===== src/rtl/tlbl_pkg.sv =====
package tlbl_pkg;

   localparam int DW     = 32;
   localparam int PG_W   = 20;
   localparam int SPID_W = 8;
   localparam int ATTR_W = 12;

   typedef enum logic [2:0] {
      A_RSEL = 3'd0,
      A_WSEL = 3'd1,
      A_VA   = 3'd2,
      A_PA   = 3'd3,
      A_ATTR = 3'd4
   } reg_addr_e;

   typedef enum logic [1:0] {
      SZ_16M = 2'b00,
      SZ_4K  = 2'b01,
      SZ_64K = 2'b10,
      SZ_1M  = 2'b11
   } pg_size_e;

   localparam logic [2:0] AP_RSVD = 3'b100;

   typedef struct packed {
      logic [PG_W-1:0]   vpn;
      logic              nsec;
      logic [SPID_W-1:0] spid;
   } va_t;

   typedef struct packed {
      logic [PG_W-1:0] ppn;
      pg_size_e        size;
      logic [2:0]      perm;
      logic            lv;
   } pa_t;

   typedef struct packed {
      va_t               va;
      pa_t               pa;
      logic [ATTR_W-1:0] attr;
   } ent_t;

   localparam int ENT_W = $bits(ent_t);

   // page-number bits kept for each granularity
   function automatic logic [PG_W-1:0] page_keep(pg_size_e sz);
      case (sz)
         SZ_4K:   page_keep = {PG_W{1'b1}};
         SZ_64K:  page_keep = {{(PG_W-4){1'b1}}, 4'b0};
         SZ_1M:   page_keep = {{(PG_W-8){1'b1}}, 8'b0};
         default: page_keep = {{(PG_W-12){1'b1}}, 12'b0};
      endcase
   endfunction

   function automatic logic [DW-1:0] pack_va(va_t v);
      pack_va = {v.vpn, 1'b0, v.nsec, 2'b00, v.spid};
   endfunction

   function automatic logic [DW-1:0] pack_pa(pa_t p);
      pack_pa = {p.ppn, 4'b0, p.size, 2'b00, p.perm, p.lv};
   endfunction

   function automatic logic [DW-1:0] pack_attr(logic [ATTR_W-1:0] a);
      pack_attr = {{(DW-ATTR_W){1'b0}}, a};
   endfunction

endpackage


===== src/rtl/tlbl_ctrl.sv =====
module tlbl_ctrl
   import tlbl_pkg::*;
#(
   parameter int N_ENTRIES = 4,
   parameter int SEL_W     = 8
) (
   input  logic             clk,
   input  logic             rst_n,
   input  logic             wr_en,
   input  logic [2:0]       wr_addr,
   input  logic [DW-1:0]    wr_data,
   output logic [SEL_W-1:0] rsel_q,
   output logic [SEL_W-1:0] wsel_q,
   output logic             commit_en,
   output ent_t             commit_ent
);

   localparam logic [SEL_W:0] LIMIT = (SEL_W+1)'(N_ENTRIES);

   va_t               stg_va;
   logic [ATTR_W-1:0] stg_attr;
   pg_size_e          wr_size;
   logic [PG_W-1:0]   keep;
   logic              w_in_range;
   logic              perm_ok;

   always_ff @(posedge clk or negedge rst_n) begin
      if (!rst_n) begin
         rsel_q   <= '0;
         wsel_q   <= '0;
         stg_va   <= '0;
         stg_attr <= '0;
      end else if (wr_en) begin
         case (wr_addr)
            A_RSEL: rsel_q <= wr_data[SEL_W-1:0];
            A_WSEL: wsel_q <= wr_data[SEL_W-1:0];
            A_VA: begin
               stg_va.vpn  <= wr_data[31:12];
               stg_va.nsec <= wr_data[10];
               stg_va.spid <= wr_data[SPID_W-1:0];
            end
            A_ATTR:  stg_attr <= wr_data[ATTR_W-1:0];
            default: ;
         endcase
      end
   end

   assign wr_size    = pg_size_e'(wr_data[7:6]);
   assign keep       = page_keep(wr_size);
   assign w_in_range = ({1'b0, wsel_q} < LIMIT);
   assign perm_ok    = (wr_data[3:1] != AP_RSVD);
   assign commit_en  = wr_en && (wr_addr == A_PA) && perm_ok && w_in_range;

   always_comb begin
      commit_ent         = '0;
      commit_ent.va.vpn  = stg_va.vpn & keep;
      commit_ent.va.nsec = stg_va.nsec;
      commit_ent.va.spid = stg_va.spid;
      commit_ent.pa.ppn  = wr_data[31:12] & keep;
      commit_ent.pa.size = wr_size;
      commit_ent.pa.perm = wr_data[3:1];
      commit_ent.pa.lv   = wr_data[0];
      commit_ent.attr    = stg_attr;
   end

endmodule


===== src/rtl/tlbl_store.sv =====
module tlbl_store
   import tlbl_pkg::*;
#(
   parameter int N_ENTRIES = 4,
   parameter int SEL_W     = 8
) (
   input  logic                     clk,
   input  logic                     rst_n,
   input  logic                     we,
   input  logic [SEL_W-1:0]         widx,
   input  ent_t                     wdat,
   output logic [N_ENTRIES*ENT_W-1:0] ent_flat
);

   for (genvar g = 0; g < N_ENTRIES; g++) begin : g_slot
      ent_t slot_q;
      always_ff @(posedge clk or negedge rst_n) begin
         if (!rst_n)
            slot_q <= '0;
         else if (we && (widx == SEL_W'(g)))
            slot_q <= wdat;
      end
      assign ent_flat[g*ENT_W +: ENT_W] = slot_q;
   end

endmodule


===== src/rtl/tlbl_rdsel.sv =====
module tlbl_rdsel
   import tlbl_pkg::*;
#(
   parameter int N_ENTRIES = 4,
   parameter int SEL_W     = 8
) (
   input  logic                       clk,
   input  logic                       rst_n,
   input  logic                       rd_en,
   input  logic [2:0]                 rd_addr,
   input  logic [SEL_W-1:0]           rsel,
   input  logic [SEL_W-1:0]           wsel,
   input  logic [N_ENTRIES*ENT_W-1:0] ent_flat,
   output logic [DW-1:0]              rd_data
);

   ent_t          slot [N_ENTRIES];
   ent_t          pick;
   logic [DW-1:0] rd_next;

   for (genvar g = 0; g < N_ENTRIES; g++) begin : g_tap
      assign slot[g] = ent_t'(ent_flat[g*ENT_W +: ENT_W]);
   end

   // an index past the array matches no slot and leaves pick at zero
   always_comb begin
      pick = '0;
      for (int i = 0; i < N_ENTRIES; i++)
         if (rsel == SEL_W'(i)) pick = slot[i];
   end

   always_comb begin
      case (rd_addr)
         A_RSEL:  rd_next = {{(DW-SEL_W){1'b0}}, rsel};
         A_WSEL:  rd_next = {{(DW-SEL_W){1'b0}}, wsel};
         A_VA:    rd_next = pack_va(pick.va);
         A_PA:    rd_next = pack_pa(pick.pa);
         A_ATTR:  rd_next = pack_attr(pick.attr);
         default: rd_next = '0;
      endcase
   end

   always_ff @(posedge clk or negedge rst_n) begin
      if (!rst_n)
         rd_data <= '0;
      else if (rd_en)
         rd_data <= rd_next;
   end

endmodule


===== src/rtl/tlbl_port.sv =====
module tlbl_port
   import tlbl_pkg::*;
#(
   parameter int N_ENTRIES = 4,
   parameter int SEL_W     = 8
) (
   input  logic          clk,
   input  logic          rst_n,
   input  logic          wr_en,
   input  logic [2:0]    wr_addr,
   input  logic [31:0]   wr_data,
   input  logic          rd_en,
   input  logic [2:0]    rd_addr,
   output logic [31:0]   rd_data
);

   if (N_ENTRIES < 1) begin : g_bad_depth
      $error("tlbl_port: N_ENTRIES must be at least 1");
   end
   if (SEL_W < 1 || SEL_W >= DW) begin : g_bad_selw
      $error("tlbl_port: SEL_W must lie in 1..31");
   end
   if (N_ENTRIES > (1 << SEL_W)) begin : g_bad_reach
      $error("tlbl_port: SEL_W cannot address every entry");
   end

   logic [SEL_W-1:0]           rsel_q;
   logic [SEL_W-1:0]           wsel_q;
   logic                       commit_en;
   ent_t                       commit_ent;
   logic [N_ENTRIES*ENT_W-1:0] ent_flat;

   tlbl_ctrl #(.N_ENTRIES(N_ENTRIES), .SEL_W(SEL_W)) ctrl_i (
      .clk        (clk),
      .rst_n      (rst_n),
      .wr_en      (wr_en),
      .wr_addr    (wr_addr),
      .wr_data    (wr_data),
      .rsel_q     (rsel_q),
      .wsel_q     (wsel_q),
      .commit_en  (commit_en),
      .commit_ent (commit_ent)
   );

   tlbl_store #(.N_ENTRIES(N_ENTRIES), .SEL_W(SEL_W)) store_i (
      .clk      (clk),
      .rst_n    (rst_n),
      .we       (commit_en),
      .widx     (wsel_q),
      .wdat     (commit_ent),
      .ent_flat (ent_flat)
   );

   tlbl_rdsel #(.N_ENTRIES(N_ENTRIES), .SEL_W(SEL_W)) rdsel_i (
      .clk      (clk),
      .rst_n    (rst_n),
      .rd_en    (rd_en),
      .rd_addr  (rd_addr),
      .rsel     (rsel_q),
      .wsel     (wsel_q),
      .ent_flat (ent_flat),
      .rd_data  (rd_data)
   );

endmodule


===== config.mk =====
export PLATFORM = sky130hd
export DESIGN_NAME = tlbl_port
export DESIGN_NICKNAME = d
export VERILOG_FILES = /design/src/rtl/tlbl_pkg.sv /design/src/rtl/tlbl_ctrl.sv /design/src/rtl/tlbl_store.sv /design/src/rtl/tlbl_rdsel.sv /design/src/rtl/tlbl_port.sv
export SDC_FILE = /design/constraint.sdc
export NUM_CORES = 1
export LEC_CHECK = 0
export ABC_AREA = 1
export BUFFER_PORTS_ARGS = -buffer_cell sky130_fd_sc_hd__buf_4
export CORE_MARGIN = 5
export CORE_UTILIZATION = 25
export CTS_CLUSTER_DIAMETER = 60
export DETAILED_ROUTE_END_ITERATION = 8
export PLACE_DENSITY_LB_ADDON = 0.2
export SYNTH_ARGS = -nofsm -noshare
export SYNTH_HDL_FRONTEND = slang
export SYNTH_HIERARCHICAL = 1
export SYNTH_SLANG_ARGS = --single-unit

===== constraint.sdc =====
create_clock -name clk -period 4.3 [get_ports clk]
set_input_delay 0.43 -clock clk [delete_from_list [all_inputs] [get_ports clk]]
set_output_delay 0.43 -clock clk [all_outputs]
set_load 0.05 [all_outputs]

After elaboration in Yosys (flattened, before gate mapping)
Cells that the tools add are included.
W data, S select, Z words.

word-level totals
  register bits after elaboration = 357
  bits in latches = 0
  RAM bits = 0
  ROM bits = 0
  input bits = 42
  output and inout port bits = 32
  logic and storage cells = 81
  memories = 0

operators by class
  add/subtract/negate cells = 0
  multiply operators = 0
  div/mod/pow operators = 0
  $lt $le $gt $ge = 1
  equal/unequal tests = 18
  shift operators = 0
  muxes and demuxes = 6
  bitwise gates (word level) = 2
  reductions and logical operators = 15

operators by type and width
  operator              count
  $mux W67              4
  $pmux W32 S5          1
  $and A20 B20 Y20      2
  $pmux W12 S3          1
  $eq A8 B2 Y1 const B  4
  $eq A8 B1 Y1 const B  2
  $logic_not A8 Y1      2
  $eq A3 B2 Y1 const B  4
  $lt A8 B3 Y1 const B  1
  $reduce_and A2 Y1     4
  $logic_and A1 B1 Y1   7
  $eq A3 B1 Y1 const B  2
  $eq A3 B3 Y1 const B  2
  $logic_not A3 Y1      2
  $eq A2 B2 Y1 const B  2
  $ne A3 B3 Y1 const B  1
  $eq A2 B1 Y1 const B  1

Depth between registers and ports, before layout
  word-level depth = 6
  depth in mapped cells = 13
  depth with buffers taken out = 12

Cells and area by module
The synthesis kept the hierarchy.

by module, submodules not included
  module      instances  cells each  area each (µm²)  sequential area each (µm²)
  tlbl_store  1          1,179       10,616.4         6,706.4
  tlbl_rdsel  1          762         3,912.5          800.8
  tlbl_ctrl   1          351         2,773.9          1,426.4

Least setup slack after synthesis
No wires, ideal clock.

  path type = input -> register
  start point = in wr_en
  end point = reg store_i.g_slot[2].slot_q, in the netlist store_i/ent_flat[167]
  setup time = 0.117 ns
  arrival = 1.733 ns
  data required time = 4.183 ns
  slack = 2.450 ns
  stages on the path = 12
  buffers on the path = 3
  cells stage by stage = inv_1 -> nor2_2 -> buf_4 -> nand3b_1 -> nor2_1 -> inv_1 -> nor2_4 -> nand3_2 -> buf_2 -> buf_2 -> nand2_1 -> nand2_1

between the ends
  longest elaborated chain between the ends = 4

RTL lines
  element                           RTL line          RTL
  start: declaration                tlbl_port.sv:9    input logic wr_en,
  $logic_and A1 B1 Y1 (3 in a row)  tlbl_ctrl.sv:52   assign commit_en = wr_en && (wr_addr == A_PA) && perm_ok && w_in_range;
  net commit_en                     tlbl_port.sv:29   logic commit_en;
  $logic_and A1 B1 Y1               tlbl_store.sv:20  else if (we && (widx == SEL_W'(g)))
  end signal: assignment            tlbl_store.sv:21  slot_q <= wdat;
  end: declaration                  tlbl_store.sv:16  ent_t slot_q;

The timed path passes the listed nets, and every way through them passes these cells.
A chain may end at the register's enable or synchronous reset.

Worst setup path after layout
  start point = reg ctrl_i.rsel_q[6]
  end point = reg rdsel_i.rd_data[7]

between the ends
  longest elaborated chain between the ends = 6
  elaborated cells between the ends (all ways) = 9
  classes of those cells = 3 x eq/ne; 5 x mux; 1 x reduce/logical

RTL lines
  element                   RTL line          RTL
  start: declaration        tlbl_ctrl.sv:12   output logic [SEL_W-1:0] rsel_q,
  start signal: assignment  tlbl_ctrl.sv:35   A_RSEL: rsel_q <= wr_data[SEL_W-1:0];
  $logic_not A8 Y1          tlbl_rdsel.sv:29  if (rsel == SEL_W'(i)) pick = slot[i];
  $mux W67 (3 in a row)     tlbl_rdsel.sv:29
  $mux W67 (*)              tlbl_rdsel.sv:29
  $pmux W32 S5 (*)          tlbl_rdsel.sv:33  case (rd_addr)
  end signal: assignment    tlbl_rdsel.sv:47  rd_data <= rd_next;
  end: declaration          tlbl_rdsel.sv:14  output logic [DW-1:0] rd_data

Every way passes the cells marked *; elsewhere a longest branch is shown, timed or not.

==> results.cfg <==
[routing]
wl_per_cell_um = 18.6
ant_nets = 0
drtIter0Drc = 1193
drtPass1Iterations = 5
vias_per_cell = 4.59
routed_wl_mm = 60.0
vias = 14783
drc = 0

[placement]
dp_cells = 3149
place.gp.congestion = 0.786
hpwl_mm = 33.2
place_area_sq_um = 18400
place_ws_ps = 1630
io_buffer_count = 73

[worst_setup_path]
path_buf_inv = 2
cp_top_family = simple AND/OR/NAND/NOR gates
cpPeakStageDelay_ps = 510
critPathLaunchType = register
reg2reg_from = ctrl_i/rsel_q[6]
startpoint = ctrl_i/rsel_q[6]
cp_slowest_cell = nand2_4
worstPathMaxFanout = 48
required_ps = 4740
crit_chain = nor2_1 -> nand2_2 -> inv_4 -> nand2_4 -> buf_4 -> nand2_1 -> nor2_1 -> nor2_1 -> nor2_1 -> nand2_1 -> nand2_1 -> nand2_1
crit_path_end_kind = register
worstPathArrival_ps = 3120
path_class = register to register

[clocking]
cts_hold_buf = 0
cts_tree = built
cts_root_buf = clkbuf_16
h-tree-depth = 2
cts_buffers = 40
post_cts_resized = 0
cts_setup_buffers = 0
clock_latency_ps = 550
clk_pin_slew_ps = 60
cts_max_path_buffers = 3
cts.sinks = 357

[die]
dieArea_sq_um = 74600
io_pins = 74
die_h_um = 273
core_sq_um = 68600
initial_core_util_pct = 25.2
fp.dieW_um = 273
rows = 96

[sta]
worstMarginPinSlew_ps = 1080
fin_crit_ps = 2680
fin_tns_setup_ps = 0
min_period_over_period_pct = 62.4
rsz0062_at_grt = false
slew_headroom_pct = 28.0
clock-skew-final_ps = 20.2
setup_viol = 0
worst_slack_ps = 1620
slew_viol_final = 0
fmax_ghz = 0.373
hold_violations = 28
holdWs_ps = -34.1

[yosys]
ys_types = 29
synth_area_leaders = dfrtp_1 52%, nand2_1 23%, nand3_1 10%
synth_edf_count = 0
ys.flop_type = dfrtp_1
ys_seq_area_share_pct = 51.6
yosys.area.top_type_share_pct = 51.6
ys_ff_latch = 357
ys_warn_count = 6
syn_area_sq_um = 17300
synthCells = 2292
synth.avg_cell_area_sq_um = 7.55
yosysTopAreaCell = dfrtp_1
async_flop_share_pct = 100
syn_nets = 2336

[cells_and_area]
fill_cells = 7499
nNetsFinal = 2304
area_delta_synth_final_pct = 13.8
mostFrequentLayoutCells = 1053 x nand2_1, 357 x dfrtp_1, 355 x nand3_1
diodes = 0
final_common_cell = nand2_1
finalInstanceArea_sq_um = 19700
layout-drive-gt1-share_pct = 8.70
final_cells = 3218

[grt]
grt_overflow = 0
track_usage_pct = 15.8
antenna_found_initial = 1
grt_pass1_wl_mm = 92.7
grt_max_degree = 135
grt_pass1_vias = 14695

[pwr]
p_leak_nw = 10.7
pwr_density_cell_nw_per_um2 = 410
peakVddDrop_v = 0.000228

[job]
cap_violations = 0

[outcome]
status = finished with violations
failed_checks = hold timing

[worst_hold_path]
hold_path_class = input pin to async pin
## Yosys cell counts, types with 2 or more instances
library cell,number
buf_2,71
nand2_1,1053
o21ai_0,35
ha_1,2
clkbuf_1,37
buf_6,6
nor2_1,154
nand4_1,22
buf_1,8
buf_4,54
nand3_2,5
a22o_1,2
a21oi_1,8
dfrtp_1,357
inv_2,7
nand3_1,355
o22ai_1,4
nor2_4,4
inv_1,54
nand2_2,8
nor2_2,8
o21ai_1,29
nand3b_1,3
## power breakdown
| group | total [W] | internal (W) | switching, W | leakage (nW) |
|---|---|---|---|---|
| Clock | 0.00344 | 0.00202 | 0.00142 | 0.643 |
| Combinational | 0.000907 | 0.000221 | 0.000686 | 5.18 |
| Sequential | 0.00373 | 0.00355 | 0.000178 | 4.89 |
| Total | 0.00808 | 0.00579 | 0.00229 | 10.7 |
## final timing paths
| kind | cells after the start | slack, ps | endpoint |
|---|---|---|---|
| max | 12 | 1620 | rdsel_i/rd_data[7] |
| min | 1 | -30 | ctrl_i/wsel_q[5] |
| max reg2reg | 12 | 1620 | rdsel_i/rd_data[7] |
| min reg2reg | 2 | 460 | store_i/ent_flat[245] |
| max in group asynchronous | 2 | 3170 | store_i/ent_flat[161] |
| min in group clk | 3 | 130 | ctrl_i/stg_attr[9] |
## sequential cells by signal (all words and copies together) (netlist names)
name               count
ctrl_i/commit_ent      9
ctrl_i/rsel_q          8
ctrl_i/stg_attr       12
ctrl_i/stg_va         20
ctrl_i/wsel_q          8
rdsel_i/rd_data       32
store_i/ent_flat     268
## final cells by class
type,count,area (sq um),area share (%)
clock buffer,58,1180,5.99
sequential,357,8930,45.4
clock inverter,11,109,0.553
timing repair buffer,102,886,4.50
tap,931,1160,5.92
inverter,64,246,1.25
multi-input combinational,1695,7160,36.4
## cells by family after synthesis
family                     share of synthesized area, %
DFF                                                51.6
adders and majority gates                         0.145
AOI/OAI and AO/OA                                  2.37
buffers and inverters                              7.17
and+or+nand+nor                                    38.7
## stage by stage
step / utilization [%] / total power, W
after floorplan: - / 0.00434
after global placement: 26.8 / 0.00470
after detailed placement: 26.8 / 0.00471
after CTS: 28.7 / 0.00819
after global routing: 28.7 / 0.00842
final: 28.7 / 0.00808
## worst reg2reg max path, cell delays in order, from the launching register on
cell	delay, ps
dfrtp_1	380
nor2_1	60
nand2_2	150
inv_4	180
nand2_4	510
buf_4	520
nand2_1	110
nor2_1	120
nor2_1	60
nor2_1	180
nand2_1	150
nand2_1	100
nand2_1	50
## per-layer routing
layer | part of all wire (%) | wire length (um) | up-vias | track usage, %
li1 | - | - | 7144 | -
met1 | 46 | 27600 | 7208 | 22.1
met2 | 47 | 27900 | 342 | 25.8
met3 | 4.5 | 2730 | 87 | 1.96
met4 | 2.9 | 1720 | 2 | 4.67
met5 | 0.022 | 13 | - | 0
Note: power is estimated with default switching activity, not from simulation.
